--- config.mk ---
export PLATFORM = sky130hd
export DESIGN_NAME = sd_fifo_packer
export DESIGN_NICKNAME = d
export VERILOG_FILES = /design/src/rtl/sdf_pkg.sv /design/src/rtl/sdf_fifo.sv /design/src/rtl/sdf_rx_pack.sv /design/src/rtl/sdf_tx_unpack.sv /design/src/rtl/sd_fifo_packer.sv
export SDC_FILE = /design/constraint.sdc
export NUM_CORES = 1
export LEC_CHECK = 0
export ABC_CLOCK_PERIOD_IN_PS = 6170
export BUFFER_PORTS_ARGS = -buffer_cell sky130_fd_sc_hd__buf_2
export CAP_MARGIN = 20
export CELL_PAD_IN_SITES_DETAIL_PLACEMENT = 1
export CELL_PAD_IN_SITES_GLOBAL_PLACEMENT = 1
export CORE_MARGIN = 3
export CORE_UTILIZATION = 53
export DETAILED_ROUTE_END_ITERATION = 10
export GPL_TIMING_DRIVEN = 0
export PLACE_DENSITY = 0.81
export SYNTH_ARGS = -nofsm -noshare
export SYNTH_HDL_FRONTEND = slang
export SYNTH_SLANG_ARGS = --single-unit
--- constraint.sdc ---
create_clock -name clk_i -period 6.17 [get_ports clk_i]
set_input_delay 0.3085 -clock clk_i [delete_from_list [all_inputs] [get_ports clk_i]]
set_output_delay 0.3085 -clock clk_i [all_outputs]
set_load 0.02 [all_outputs]
--- src/rtl/sdf_pkg.sv ---
package sdf_pkg;
  localparam int unsigned WORD_W = 32;
  localparam int unsigned BYTE_W = 8;
  localparam int unsigned STAT_W = 10;
  localparam int unsigned STAT_DATA = 0;
  localparam int unsigned STAT_DIRQ = 8;
  localparam int unsigned STAT_BIRQ = 9;

  typedef enum logic [3:0] {
    ST_RESET = 4'h0,
    ST_DONE  = 4'h1,
    ST_RD    = 4'h2,
    ST_WR    = 4'h3
  } xfer_state_e;
endpackage

--- src/rtl/sdf_fifo.sv ---
module sdf_fifo #(
  parameter int unsigned DEPTH = 16,
  parameter int unsigned W     = 32,
  localparam int unsigned AW   = $clog2(DEPTH),
  localparam int unsigned CW   = AW + 1
) (
  input  logic          clk_i,
  input  logic          rst_ni,
  input  logic          push_i,
  input  logic [W-1:0]  push_data_i,
  input  logic          pop_i,
  output logic [W-1:0]  head_o,
  output logic [CW-1:0] count_o,
  output logic          full_o
);
  logic [W-1:0]  mem_q [DEPTH];
  logic [AW-1:0] wr_ptr_q, rd_ptr_q;
  logic [CW-1:0] count_q;
  logic          do_push, do_pop, empty;

  assign empty   = (count_q == '0);
  assign full_o  = (count_q == CW'(DEPTH));
  assign do_push = push_i && !full_o;
  assign do_pop  = pop_i && !empty;
  assign head_o  = empty ? '0 : mem_q[rd_ptr_q];
  assign count_o = count_q;

  function automatic logic [AW-1:0] inc_ptr(input logic [AW-1:0] p);
    return (p == AW'(DEPTH - 1)) ? '0 : p + 1'b1;
  endfunction

  always_ff @(posedge clk_i) begin
    if (do_push) mem_q[wr_ptr_q] <= push_data_i;
  end

  always_ff @(posedge clk_i or negedge rst_ni) begin
    if (!rst_ni) begin
      wr_ptr_q <= '0;
      rd_ptr_q <= '0;
      count_q  <= '0;
    end else begin
      if (do_push) wr_ptr_q <= inc_ptr(wr_ptr_q);
      if (do_pop)  rd_ptr_q <= inc_ptr(rd_ptr_q);
      case ({do_push, do_pop})
        2'b10:   count_q <= count_q + 1'b1;
        2'b01:   count_q <= count_q - 1'b1;
        default: count_q <= count_q;
      endcase
    end
  end


  level_bound_chk: assert property (@(posedge clk_i) disable iff (!rst_ni)
    count_q <= CW'(DEPTH));

  full_drop_chk: assert property (@(posedge clk_i) disable iff (!rst_ni)
    (push_i && full_o && !pop_i) |=> $stable(count_q));

  empty_pop_chk: assert property (@(posedge clk_i) disable iff (!rst_ni)
    (pop_i && empty && !push_i) |=> (count_q == '0));
endmodule

--- src/rtl/sdf_rx_pack.sv ---
module sdf_rx_pack #(
  parameter int unsigned W  = 32,
  parameter int unsigned B  = 8,
  localparam int unsigned N  = W / B,
  localparam int unsigned IW = $clog2(N)
) (
  input  logic         clk_i,
  input  logic         rst_ni,
  input  logic         clear_i,
  input  logic         fire_i,
  input  logic         last_i,
  input  logic [B-1:0] byte_i,
  output logic         push_o,
  output logic [W-1:0] word_o
);
  logic [IW-1:0] idx_q;
  logic [W-1:0]  acc_q;

  assign word_o = acc_q | (W'(byte_i) << (B * idx_q));
  assign push_o = fire_i && ((idx_q == IW'(N - 1)) || last_i);

  always_ff @(posedge clk_i or negedge rst_ni) begin
    if (!rst_ni) begin
      idx_q <= '0;
      acc_q <= '0;
    end else if (clear_i || push_o) begin
      idx_q <= '0;
      acc_q <= '0;
    end else if (fire_i) begin
      idx_q <= idx_q + 1'b1;
      acc_q <= word_o;
    end
  end
endmodule

--- src/rtl/sdf_tx_unpack.sv ---
module sdf_tx_unpack #(
  parameter int unsigned W  = 32,
  parameter int unsigned B  = 8,
  localparam int unsigned N  = W / B,
  localparam int unsigned LW = $clog2(N) + 1
) (
  input  logic         clk_i,
  input  logic         rst_ni,
  input  logic         clear_i,
  input  logic         active_i,
  input  logic         hold_i,
  input  logic         avail_i,
  input  logic [W-1:0] head_i,
  input  logic         ready_i,
  output logic         valid_o,
  output logic [B-1:0] data_o,
  output logic         pop_o
);
  logic [LW-1:0] left_q;
  logic [W-1:0]  sh_q;
  logic          have, fire;

  assign have    = (left_q != '0);
  // a fresh word is fetched only when the host is not popping in the same cycle
  assign valid_o = active_i && (have || (avail_i && !hold_i));
  assign data_o  = have ? sh_q[B-1:0] : head_i[B-1:0];
  assign fire    = valid_o && ready_i;
  assign pop_o   = fire && !have;

  always_ff @(posedge clk_i or negedge rst_ni) begin
    if (!rst_ni) begin
      left_q <= '0;
      sh_q   <= '0;
    end else if (clear_i) begin
      left_q <= '0;
      sh_q   <= '0;
    end else if (fire) begin
      if (have) begin
        sh_q   <= sh_q >> B;
        left_q <= left_q - 1'b1;
      end else begin
        sh_q   <= head_i >> B;
        left_q <= LW'(N - 1);
      end
    end
  end
endmodule

--- src/rtl/sd_fifo_packer.sv ---
module sd_fifo_packer
  import sdf_pkg::*;
#(
  parameter int unsigned FIFO_DEPTH = 16,
  parameter int unsigned BSIZE_W    = 10,
  parameter int unsigned BCOUNT_W   = 9,
  localparam int unsigned REM_W     = BSIZE_W + BCOUNT_W,
  localparam int unsigned LVL_W     = $clog2(FIFO_DEPTH) + 1,
  localparam int unsigned DBG_W     = 4 + LVL_W
) (
  input  logic                clk_i,
  input  logic                rst_ni,
  input  logic                host_wr_i,
  input  logic [WORD_W-1:0]   host_wdata_i,
  input  logic                host_rd_i,
  output logic [WORD_W-1:0]   host_rdata_o,
  input  logic [BSIZE_W-1:0]  blk_size_i,
  input  logic [BCOUNT_W-1:0] blk_cnt_i,
  input  logic                blk_cnt_wr_i,
  input  logic                xfer_write_i,
  input  logic                cfg_data_irq_en_i,
  input  logic                cfg_blk_irq_en_i,
  input  logic [STAT_W-1:0]   stat_clr_i,
  output logic [STAT_W-1:0]   status_o,
  output logic [DBG_W-1:0]    dbg_o,
  input  logic                card_rx_valid_i,
  input  logic [BYTE_W-1:0]   card_rx_data_i,
  output logic                card_rx_ready_o,
  output logic                card_tx_valid_o,
  output logic [BYTE_W-1:0]   card_tx_data_o,
  input  logic                card_tx_ready_i
);
  logic [REM_W-1:0]   rem_q, load_prod;
  logic [BSIZE_W-1:0] size_q, blk_left_q;
  logic               dir_wr_q;
  xfer_state_e        state_q;
  logic [STAT_W-1:0]  status_q, stat_set;

  logic [LVL_W-1:0]   fifo_count;
  logic               fifo_full, fifo_push, fifo_pop;
  logic [WORD_W-1:0]  fifo_head, fifo_wdata;
  logic               pk_push, up_pop;
  logic [WORD_W-1:0]  pk_word;
  logic               rx_fire, tx_fire, byte_fire, tx_active, bytes_left;

  assign bytes_left      = (rem_q != '0);
  assign card_rx_ready_o = !dir_wr_q && bytes_left && !blk_cnt_wr_i && !fifo_full && !host_wr_i;
  assign tx_active       = dir_wr_q && bytes_left && !blk_cnt_wr_i;
  assign rx_fire         = card_rx_ready_o && card_rx_valid_i;
  assign tx_fire         = card_tx_valid_o && card_tx_ready_i;
  assign byte_fire       = rx_fire || tx_fire;
  assign load_prod       = REM_W'(blk_cnt_i) * REM_W'(blk_size_i);

  // host push and engine push never coincide: a host write stalls the receive side
  assign fifo_push  = pk_push || host_wr_i;
  assign fifo_wdata = pk_push ? pk_word : host_wdata_i;
  assign fifo_pop   = up_pop || host_rd_i;

  sdf_fifo #(.DEPTH(FIFO_DEPTH), .W(WORD_W)) u_fifo (
    .clk_i, .rst_ni,
    .push_i(fifo_push), .push_data_i(fifo_wdata), .pop_i(fifo_pop),
    .head_o(fifo_head), .count_o(fifo_count), .full_o(fifo_full)
  );

  sdf_rx_pack #(.W(WORD_W), .B(BYTE_W)) u_rx_pack (
    .clk_i, .rst_ni,
    .clear_i(blk_cnt_wr_i), .fire_i(rx_fire), .last_i(rem_q == REM_W'(1)),
    .byte_i(card_rx_data_i), .push_o(pk_push), .word_o(pk_word)
  );

  sdf_tx_unpack #(.W(WORD_W), .B(BYTE_W)) u_tx_unpack (
    .clk_i, .rst_ni,
    .clear_i(blk_cnt_wr_i), .active_i(tx_active), .hold_i(host_rd_i),
    .avail_i(fifo_count != '0), .head_i(fifo_head), .ready_i(card_tx_ready_i),
    .valid_o(card_tx_valid_o), .data_o(card_tx_data_o), .pop_o(up_pop)
  );

  always_comb begin
    stat_set            = '0;
    stat_set[STAT_DATA] = pk_push || up_pop;
    stat_set[STAT_DIRQ] = (pk_push || up_pop) && cfg_data_irq_en_i;
    stat_set[STAT_BIRQ] = tx_fire && (blk_left_q == BSIZE_W'(1)) && cfg_blk_irq_en_i;
  end

  always_ff @(posedge clk_i or negedge rst_ni) begin
    if (!rst_ni) begin
      rem_q      <= '0;
      size_q     <= '0;
      blk_left_q <= '0;
      dir_wr_q   <= 1'b0;
      state_q    <= ST_RESET;
      status_q   <= '0;
    end else begin
      status_q <= (status_q & ~stat_clr_i) | stat_set;
      if (blk_cnt_wr_i) begin
        rem_q      <= load_prod;
        size_q     <= blk_size_i;
        blk_left_q <= blk_size_i;
        dir_wr_q   <= xfer_write_i;
        state_q    <= (load_prod == '0) ? ST_DONE : (xfer_write_i ? ST_WR : ST_RD);
      end else if (byte_fire) begin
        rem_q <= rem_q - 1'b1;
        if (rem_q == REM_W'(1)) state_q <= ST_DONE;
        if (tx_fire) blk_left_q <= (blk_left_q == BSIZE_W'(1)) ? size_q : blk_left_q - 1'b1;
      end
    end
  end

  assign host_rdata_o = fifo_head;
  assign status_o     = status_q;
  assign dbg_o        = {fifo_count, state_q};


  load_count_chk: assert property (@(posedge clk_i) disable iff (!rst_ni)
    blk_cnt_wr_i |=> rem_q == REM_W'($past(blk_cnt_i)) * REM_W'($past(blk_size_i)));

  byte_dec_chk: assert property (@(posedge clk_i) disable iff (!rst_ni)
    byte_fire |=> rem_q == $past(rem_q) - REM_W'(1));

  one_dir_chk: assert property (@(posedge clk_i) disable iff (!rst_ni)
    !(card_rx_ready_o && card_tx_valid_o));

  dirq_en_chk: assert property (@(posedge clk_i) disable iff (!rst_ni)
    $rose(status_q[STAT_DIRQ]) |-> $past(cfg_data_irq_en_i));

  birq_dir_chk: assert property (@(posedge clk_i) disable iff (!rst_ni)
    $rose(status_q[STAT_BIRQ]) |-> $past(dir_wr_q) && $past(cfg_blk_irq_en_i));
endmodule

After elaboration in Yosys (flattened, before gate mapping)
Memories as Yosys holds them, arrays and structs flattened.
Index checks and enable logic that the tools add are counted.
Widths: inputs -> output; s select.

operators by class
  eq/ne operators = 8
  muxes and demuxes = 29
  $add $sub $neg = 8
  bitwise logic cells = 4
  reduce and logical (&&, ||, !) cells = 43
  $mul = 1
  shift operators = 1

operators with widths
  operator               number
  $mux 32                6
  $mux 10                4
  $mux 19                2
  $or 32x32->32          1
  $shl 8x5->32           1
  $mux 24                1
  $mux 4                 5
  $eq 19x1->1 const B    1
  $logic_not 19->1       1
  $mul 9x10->19          1
  $reduce_bool 19->1     1
  $sub 19x1->19 const B  1
  $logic_and 1x1->1      17
  $and 10x10->10         1
  $eq 10x1->1 const B    1
  $not 10->10            1
  $or 10x10->10          1
  $pmux 5 s2             1
  $reduce_bool 2->1      5
  $sub 10x1->10 const B  1
  $mux 3                 3
  $add 4x1->4 const B    2
  $eq 4x4->1 const B     2
  $mux 8                 1
  other kinds (15)       33

storage, ports and cells
  word-level logic and storage cells = 108
  memories = 1
  flip-flop bits (word level) = 136
  memory bits (writable) = 512
  bits of input ports = 79
  output and inout port bits = 61

memory list
  name          depth  bits a word  rd ports  clocked after memory_dff  write ports  RTL line        RTL
  u_fifo.mem_q  16     32           1         0                         1            sdf_fifo.sv:16  logic [W-1:0] mem_q [DEPTH];

Logic depth before layout (Yosys ltp)
Gate-level depths: netlist (run 1).

  depth in word-level cells = 11
  depth in mapped cells = 19
  mapped depth without buffers = 18

Hierarchy
From an unflattened synthesis (run 1), not the netlist that was laid out.

second synthesis, totals
  cell total of the unflattened synthesis = 2052
  area total of the unflattened synthesis = 30312.8 um^2

by module, submodules not included
  module          instances  area an instance (um^2)  cells an instance  seq. area each (um^2)
  sdf_fifo        1          20623.5                  966                15700.1
  sd_fifo_packer  1          6334.8                   761                1301.2
  sdf_tx_unpack   1          1754.2                   175                675.6
  sdf_rx_pack     1          1600.3                   150                850.8

Least setup slack after synthesis (run 1)
OpenSTA, ideal clock, no wires.

  path type = input-to-reg
  start point = input port blk_cnt_i[0]
  end point = register state_q[1]
  path slack = 1116 ps
  buffers on the path = 1
  required time = 6044 ps
  arrival = 4928 ps
  cell stages on the path = 17
  library setup time = 126 ps
  cell sequence = clkbuf_1 nand2_1 fa_1 inv_1 fa_1 fa_1 inv_1 fa_1 inv_1 ha_1 a21oi_2 o21bai_1 o21ba_2 or3_1 a21o_1 or4_4 a221o_1

between the ends
  word-level cells in the longest chain between the ends = 4

RTL lines
  what                    RTL line               RTL
  start: declaration      sd_fifo_packer.sv:18   input logic [BCOUNT_W-1:0] blk_cnt_i,
  $mul 9x10->19           sd_fifo_packer.sv:52   assign load_prod = REM_W'(blk_cnt_i) * REM_W'(blk_size_i);
  $logic_not 19->1        sd_fifo_packer.sv:100  state_q <= (load_prod == '0) ? ST_DONE : (xfer_write_i ? ST_WR : ST_RD);
  $mux 2                  sd_fifo_packer.sv:100
  $mux 4                  sd_fifo_packer.sv:95   if (blk_cnt_wr_i) begin
  end signal: assignment  sd_fifo_packer.sv:100
  end: declaration        sd_fifo_packer.sv:36   xfer_state_e state_q;

No other way between the ends.
A chain may end at the register's enable or synchronous reset.

Worst setup path after layout (run 1)
  start point = input port blk_size_i[5]
  end point = register state_q[1]

between the ends
  word-level cells in the longest chain between the ends = 4

RTL lines
  what                RTL line               RTL
  start: declaration  sd_fifo_packer.sv:17   input logic [BSIZE_W-1:0] blk_size_i,
  $mul 9x10->19       sd_fifo_packer.sv:52
  $logic_not 19->1    sd_fifo_packer.sv:100
  $mux 2              sd_fifo_packer.sv:100
  $mux 4              sd_fifo_packer.sv:95

No other way between the ends.

==> results of run 1 <==
[placed cells by master (no fill, tap or decap), types with 18 or more instances in the layout]
cell type      count
buf_1             27
nand2_1          118
ha_1              55
clkbuf_16         71
edfxtp_1         512
mux4_2           160
nor2_1            84
buf_4             32
dlygate4sd3_1     22
and2_1            83
inv_1            109
fa_1              58
a21oi_1          122
o21ai_0           35
dfrtp_1          126
clkbuf_1          79
a22o_1            26
buf_6             18
buf_2            140
mux2_2            19
[final cells by class]
cell class / count / area, µm² / share of cell area
Clock inverter: 24 / 268 / 0.00790
Timing Repair Buffer: 201 / 1510 / 0.0445
Tap cell: 696 / 871 / 0.0257
Inverter: 110 / 413 / 0.0122
Buffer: 113 / 478 / 0.0141
Sequential cell: 638 / 18500 / 0.546
Clock buffer: 94 / 1900 / 0.0561
Multi-Input combinational cell: 1007 / 9940 / 0.293
[critical path, cell delays in order]
cell	delay (ns)
dlygate4sd3_1	0.52
buf_2	0.11
clkbuf_1	0.44
nand2_1	0.16
fa_1	0.53
fa_1	0.55
inv_1	0.05
fa_1	0.47
inv_1	0.06
fa_1	0.48
inv_1	0.05
ha_1	0.35
a21oi_2	0.22
o21bai_1	0.15
o21ba_2	0.26
or3_1	0.33
a21o_1	0.19
or4_4	0.49
a221o_1	0.30
[what timing repair did]
item                                   CTS  global route
hold buffers                            22             0
endpoints found under the hold margin   50             0
buffers inserted                         0             0
[worst max path at each step]
stage,startpoint,end,depth (start not counted)
2_1_floorplan,blk_cnt_i[0],state_q[1],17
4_1_cts,blk_size_i[8],state_q[1],19
6_report,blk_size_i[5],state_q[1],19
3_3_place_gp,rem_q[15],u_fifo.mem_q[3][1],7
3_5_place_dp,blk_size_i[8],state_q[1],18
5_1_grt,blk_size_i[5],state_q[1],19
[cells by family (layout without fill, tap and decap cells)]
group | after synthesis | after routing | share of synthesized area
fa+ha+maj | 113 | 113 | 0.0632
mux | 181 | 181 | 0.131
xor+xnor | 26 | 26 | 0.00779
simple gates | 390 | 390 | 0.0650
compound gates | 295 | 295 | 0.0685
other cells | 1 | 2 | 0.000128
buf+inv | 223 | 542 | 0.0305
flops | 638 | 638 | 0.634
[registers in the layout, indices dropped and copies added, names as in the netlist, 4 cells and up]
name and count:
u_fifo.mem_q 512, u_rx_pack.acc_q 32, u_tx_unpack.sh_q 24, rem_q 19, blk_left_q 10, size_q 10, status_o 10, u_fifo.count_o 5
u_fifo.rd_ptr_q 4, u_fifo.wr_ptr_q 4
[per-stage QoR]
step	TNS, ns	area [µm²]	std cells
3_3_place_gp	-420.11	30700	2686
3_5_place_dp	0	31300	2717
4_1_cts	0	33700	2857
6_report	0	33900	2883
2_1_floorplan	0	29200	1868
5_1_grt	0	33900	2883
[power breakdown]
group / internal [mW] / switching [mW] / total [mW]
logic: 2.42 / 3.64 / 6.06
registers: 5.12 / 0.247 / 5.37
clock network: 2.37 / 1.70 / 4.07
[per-layer routing]
metal  vias up  GRT usage  part of all wire
met5         -          0           0.00054
met4         4      0.133             0.041
met3       222     0.0699             0.092
met2      1120      0.529              0.50
met1      9899      0.408              0.37
li1       7618          -                 -
==> results.yml, run 1 <==
detailed_routing:
  drc: 0
  firstDrtPassIters: 6
  vias: 18863
  ant_nets: 0
  drt_iter0_markers: 2481
  wl_per_cell_um: 31.4
  vias_per_cell: 6.54
  wirelength_mm: 90.4
die:
  fp.dieH_um: 241
  dieArea_um2: 58000
  die_x_um: 241
  row_count: 85
  io_pins: 140
  core_region_area_um2: 54200
  start_util: 0.539
timing:
  fmax_mhz: 181
  worst_slew_pin_slew_ns: 1.24
  fin_crit_ns: 5.52
  setup_viol: 0
  post-route-period-util: 0.895
  finalHoldViolCount: 0
  rsz0062_at_grt: "no"
  final_max_slew_viol_count: 0
  slew_headroom: 0.175
  holdWs_ns: 0.0703
  finClkSkew_ns: 0.0408
  fin_ws_ns: 0.649
place:
  place.gp.congestion: 0.872
  port-buffer-count: 122
  dp_slack_ns: 0.518
  dp_hpwl_mm: 59.8
cts:
  cts.clk_slew.worst_paths_ns: 0.06
  cts_buffer_depth: 3
  cts_tree: "yes"
  cts_max_level: 3
  cts.sinks: 638
  numCtsBuffers: 68
  cts_root_buf: "clkbuf_16"
  worstSkewPairLatency_ns: 0.63
  post_cts_resize_count: 0
pwr:
  power_leakage_nw: 12.5
  p_total_mw: 15.5
  power.density_nw_per_um2: 457
  ir_worst_vdd_v: 0.000371
logic_synthesis:
  synth_area_um2: 29200
  avgSynthCellArea_um2: 15.7
  yosys_warnings: 0
  netlist-cell-type-count: 75
  synth_common_cells: "edfxtp_1, mux4_2, dfrtp_1"
  synth.area.top_cells: "edfxtp_1, mux4_2, dfrtp_1"
  yosysTopAreaCellShare: 0.526
  ys_seq_area_frac: 0.634
  synth_cells: 1867
  synth_most_common_cell: "edfxtp_1"
  yosysTopAreaCell: "edfxtp_1"
  synth_ff_type: "edfxtp_1"
  synth_edf_count: 512
  synthArstFlopShare: 0.197
  synth-seq-cells: 638
grt:
  grt_overflow: 0
  grt_pass1_wl_mm: 132
  grt_pass1_vias: 20139
  antenna_found_initial: 3
  grt_usage: 0.317
  grt_start_max_net_pins: 96
status:
  status: "finished clean"
layout:
  drive_gt1_frac: 0.236
  final_nets: 2331
  area_delta_synth_final_pct: 16.0
  fillers: 5017
  diodes: 0
  final_util: 0.625
worst_hold_path:
  hold_path.class: "in -> reg"
  whs_endpoint: "blk_left_q[0]"
  hp-start: "blk_size_i[0]"
  hold_depth: 2
worst_setup_path:
  worst_ep_arrival_time_ns: 6.03
  cp-end-kind: "flip-flop"
  crit_path_start_kind: "input pin"
  regToRegStartpoint: "rem_q[15]"
  path_max_fanout: 10
  worst-r2r-cell-count: 9
  r2r_end: "u_fifo.mem_q[3][31]"
  worstSetupPathType: "in -> reg"
  crit_required_ns: 6.67
  r2r_slack_ns: 1.31
flow_run:
  drv_cap: 0
(Power assumes the default switching activity.)
==> inputs of run 2 (changes only) <==
- PLACE_DENSITY: 0.81 -> 0.79
==> run 2 against run 1 <==
  * Sequential share of layout area is 0.089 points lower
  * Clock skew is 0.011 ns lower
  * Die area stayed put
  * Design area is 0.16% higher
  * Global-route usage is 0.055 points lower
  * Sequential power hardly changed
  * Hold slack worse by 0.041 ns
  * First-iteration DRC count is 5.4% lower
  * Critical path depth stayed put
  * Highest routed layer is now met4
==> results.yml, run 2 (same netlist as run 1, synthesis figures left out) <==
status:
  status: "finished clean"
grt:
  grt_pass1_vias: 20143
  grt_start_max_net_pins: 95
  antenna_found_initial: 2
  grt_overflow: 0
  grt_pass1_wl_mm: 132
  grt_usage: 0.317
die:
  row_count: 85
  fp.dieH_um: 241
  dieArea_um2: 58000
  start_util: 0.539
  core_region_area_um2: 54200
  io_pins: 140
  die_x_um: 241
detailed_routing:
  drt_iter0_markers: 2348
  wl_per_cell_um: 31.2
  vias: 18931
  vias_per_cell: 6.56
  drc: 0
  firstDrtPassIters: 6
  ant_nets: 0
  wirelength_mm: 90.1
cts:
  cts_max_level: 3
  numCtsBuffers: 67
  cts.sinks: 638
  cts.clk_slew.worst_paths_ns: 0.07
  postCtsSetupBuffers: 0
  cts_root_buf: "clkbuf_16"
  ctsHoldBuffers: 20
  worstSkewPairLatency_ns: 0.61
  cts_buffer_depth: 3
  cts_tree: "yes"
  post_cts_resize_count: 0
layout:
  drive_gt1_frac: 0.240
  diodes: 0
  largest_register: "u_fifo.mem_q"
  final_nets: 2330
  final_cell_mix: "edfxtp_1, mux4_2, buf_2, dfrtp_1, a21oi_1"
  area_delta_synth_final_pct: 16.2
  largest_reg_flops: 512
  layout.cells.most_common: "edfxtp_1"
  final_util: 0.626
  top_regs: "u_fifo.mem_q (512), u_rx_pack.acc_q (32), u_tx_unpack.sh_q (24)"
timing:
  final_max_slew_viol_count: 0
  setup_viol: 0
  fin_ws_ns: 0.489
  fmax_mhz: 176
  rsz0062_at_grt: "no"
  worst_slew_pin_slew_ns: 1.14
  holdWs_ns: 0.0289
  slew_headroom: 0.236
  post-route-period-util: 0.921
  finalHoldViolCount: 0
  fin_tns_setup_ns: 0
  fin_crit_ns: 5.68
  finClkSkew_ns: 0.0302
worst_setup_path:
  worstSetupPathType: "in -> reg"
  crit_path_start_kind: "input pin"
  r2r_slack_ns: 1.38
  crit_required_ns: 6.65
  path_max_fanout: 10
  cp-end-kind: "flip-flop"
  worst_ep_arrival_time_ns: 6.16
place:
  dp_hpwl_mm: 59.3
  dp_slack_ns: 0.386
  place.gp.congestion: 0.869
  port-buffer-count: 122
pwr:
  power_leakage_nw: 12.6
  ir_worst_vdd_v: 0.000364
  power.density_nw_per_um2: 459
  p_total_mw: 15.6
worst_hold_path:
  hold_path.class: "in -> reg"
flow_run:
  drv_cap: 0
[run 2: metal layers]
metal / GRT usage / wire length (µm) / vias up
met1: 0.413 / 32800 / 9907
li1: - / - / 7628
met3: 0.0589 / 8610 / 221
met4: 0.119 / 3260 / 0
met5: 0 / 0 / -
met2: 0.537 / 45500 / 1175
[run 2: final timing paths]
| kind | start | cells after the start | end |
|---|---|---|---|
| hold / removal | blk_size_i[6] | 2 | blk_left_q[6] |
| max in group asynchronous | rst_ni | 3 | u_rx_pack.acc_q[20] |
| setup reg to reg | rem_q[15] | 10 | u_fifo.mem_q[1][6] |
| min in group asynchronous | rst_ni | 2 | dir_wr_q |
| hold reg to reg | status_o[5] | 1 | status_o[5] |
| setup / recovery | blk_size_i[4] | 19 | state_q[1] |
[run 2: area by class of cell]
cell class / instances / area, µm²
Fill cell: 4955 / 20300
Buffer: 113 / 478
Clock buffer: 86 / 1850
Clock inverter: 36 / 355
Inverter: 110 / 413
Timing Repair Buffer: 201 / 1530
Sequential cell: 638 / 18500
Tap cell: 696 / 871
Multi-Input combinational cell: 1007 / 9940
[run 2: critical path, stage by stage]
cell	delay (ns)
dlygate4sd3_1	0.52
buf_2	0.15
clkbuf_1	0.50
nand2_1	0.16
fa_1	0.53
fa_1	0.56
inv_1	0.05
fa_1	0.47
inv_1	0.06
fa_1	0.48
inv_1	0.05
ha_1	0.35
a21oi_2	0.23
o21bai_1	0.15
and3_1	0.20
nor4_1	0.33
xnor2_1	0.20
or4_4	0.56
a221o_1	0.30
[run 2: metrics by stage]
| stage | area, µm² | cells |
|---|---|---|
| after floorplan | 29200 | 1868 |
| after global placement | 30700 | 2686 |
| after detailed placement | 31300 | 2717 |
| after CTS | 33700 | 2859 |
| after global routing | 34000 | 2887 |
| final | 34000 | 2887 |
[run 2: where the power goes]
part	switching, mW	internal (mW)
Sequential	0.246	5.12
Combinational	3.67	2.42
Clock	1.69	2.42
Total	5.61	9.97
==> inputs of run 3 (changes only) <==
- CORE_UTILIZATION: 53 -> 54
- CTS_BUF_LIST: unset -> sky130_fd_sc_hd__clkbuf_8
- MAX_ROUTING_LAYER: unset -> met4
- PLACE_DENSITY: 0.79 -> 0.81
==> run 3 against run 2 <==
  * Die area is 1.8% lower
  * Hold slack better by 0.016 ns
  * Sequential share of layout area is 0.40 points higher
  * Register-to-register slack better by 0.37 ns
  * Critical path type unchanged
  * Total power is 3.2% lower
  * Largest power group unchanged
  * Core utilization is 0.91 points higher
  * Count of clock-buffer cells in the layout is 29 higher
  * First-iteration DRC count is 14% lower
==> results.yml, run 3 (same netlist as run 1, synthesis figures left out) <==
status:
  status: "finished clean"
detailed_routing:
  wl_per_cell_um: 30.5
  drt_iter0_markers: 2012
  ant_nets: 0
  firstDrtPassIters: 5
  vias_per_cell: 6.51
  vias: 19143
  wirelength_mm: 89.7
  drc: 0
place:
  dp_hpwl_mm: 59.8
  place.gp.congestion: 0.899
  dp_slack_ns: 0.348
  dp_cells: 2708
  port-buffer-count: 122
worst_setup_path:
  worst-r2r-cell-count: 8
  regToRegStartpoint: "rem_q[15]"
  cp-end-kind: "flip-flop"
  worstSetupPathType: "in -> reg"
  crit_path_start_kind: "input pin"
  r2r_end: "u_fifo.mem_q[9][6]"
  r2r_slack_ns: 1.75
  path_max_fanout: 10
  crit_required_ns: 6.74
  worst_ep_arrival_time_ns: 6.26
worst_hold_path:
  hp-start: "host_wdata_i[1]"
  hold_path.class: "in -> reg"
  hold_depth: 3
  whs_endpoint: "u_fifo.mem_q[1][1]"
timing:
  setup_viol: 0
  fmax_mhz: 176
  slew_headroom: 0.265
  finClkSkew_ns: 0.0475
  finalHoldViolCount: 0
  fin_tns_setup_ns: 0
  final_max_slew_viol_count: 0
  rsz0062_at_grt: "no"
  post-route-period-util: 0.923
  worst_slew_pin_slew_ns: 1.10
  fin_ws_ns: 0.478
  fin_crit_ns: 5.69
cts:
  cts.clk_slew.worst_paths_ns: 0.07
  cts_max_level: 3
  cts_root_buf: "clkbuf_8"
  post_cts_resize_count: 0
  cts_buffer_depth: 3
  postCtsSetupBuffers: 0
  numCtsBuffers: 102
  cts_tree: "yes"
  worstSkewPairLatency_ns: 0.71
  cts.sinks: 638
layout:
  final_cell_mix: "edfxtp_1, mux4_2, inv_1, buf_2, dfrtp_1"
  largest_reg_flops: 512
  top_regs: "u_fifo.mem_q (512), u_rx_pack.acc_q (32), u_tx_unpack.sh_q (24)"
  area_delta_synth_final_pct: 15.3
  layout.cells.non_filler: 2939
  final_util: 0.635
  largest_register: "u_fifo.mem_q"
  drive_gt1_frac: 0.250
  fillers: 4880
  layout.cells.most_common: "edfxtp_1"
  final_nets: 2366
pwr:
  ir_worst_vdd_v: 0.000391
  power.density_nw_per_um2: 447
  power_leakage_nw: 12.6
  p_total_mw: 15.1
die:
  io_pins: 140
  start_util: 0.551
  die_x_um: 239
  dieArea_um2: 57000
  core_region_area_um2: 53100
  fp.dieH_um: 239
  row_count: 84
grt:
  grt_usage: 0.331
  grt_pass1_vias: 20292
  grt_pass1_wl_mm: 133
  antenna_found_initial: 2
  grt_start_max_net_pins: 96
  grt_overflow: 0
flow_run:
  drv_cap: 0
[run 3: worst max-delay path, cell delays in order]
cell	delay, ns
dlygate4sd3_1	0.52
buf_2	0.14
clkbuf_1	0.50
nand2_1	0.17
fa_1	0.55
fa_1	0.55
inv_1	0.05
fa_1	0.47
inv_1	0.06
fa_1	0.49
inv_1	0.05
ha_1	0.38
nand2_1	0.15
o311a_2	0.36
a211o_1	0.28
xor2_1	0.30
nand4_1	0.16
or4_4	0.46
a221o_1	0.31
[run 3: how the worst max path moves through the flow]
stage,from,endpoint,cells past startpoint
final,blk_size_i[5],state_q[1],19
after global routing,blk_size_i[5],state_q[1],19
after CTS,blk_size_i[5],state_q[1],19
after detailed placement,blk_size_i[5],state_q[1],18
after global placement,rem_q[15],u_fifo.mem_q[3][5],7
after floorplan,blk_cnt_i[0],state_q[1],17
[run 3: power breakdown]
| part | internal, mW | total (mW) | switching, mW |
|---|---|---|---|
| Combinational | 2.42 | 6.14 | 3.72 |
| Sequential | 5.12 | 5.36 | 0.240 |
| Clock | 1.87 | 3.58 | 1.71 |
[run 3: through the flow]
step | hold WS, ns | cell area [µm²]
finish | 0.0454 | 33700
floorplan | 0.0129 | 29200
detailed placement | 0.250 | 31300
CTS | 0.0737 | 33500
global route | 0.0714 | 33700
global placement | 0.459 | 30700
[run 3: routing by layer]
metal,track usage,routed length (µm)
met1,0.414,32900
met2,0.539,44900
met3,0.0636,8130
met4,0.132,3680
met5,-,0
[run 3: final cells by class]
type | count | area, µm² | share of cell area
clock buffers | 115 | 1580 | 0.0469
flip-flops and latches | 638 | 18500 | 0.549
multi-input cells | 1007 | 9940 | 0.295
repair buffers | 202 | 1530 | 0.0454
diodes | 3 | 7.51 | 0.000223
well taps | 688 | 861 | 0.0255
plain buffers | 113 | 478 | 0.0142
clock inverters | 63 | 379 | 0.0112
inverters | 110 | 413 | 0.0122
[run 3: what timing repair did]
item / 4_1_cts / 5_1_grt
endpoints found under the hold margin: 91 / 0
hold buffers: 23 / 0
setup endpoints to repair: 0 / 0
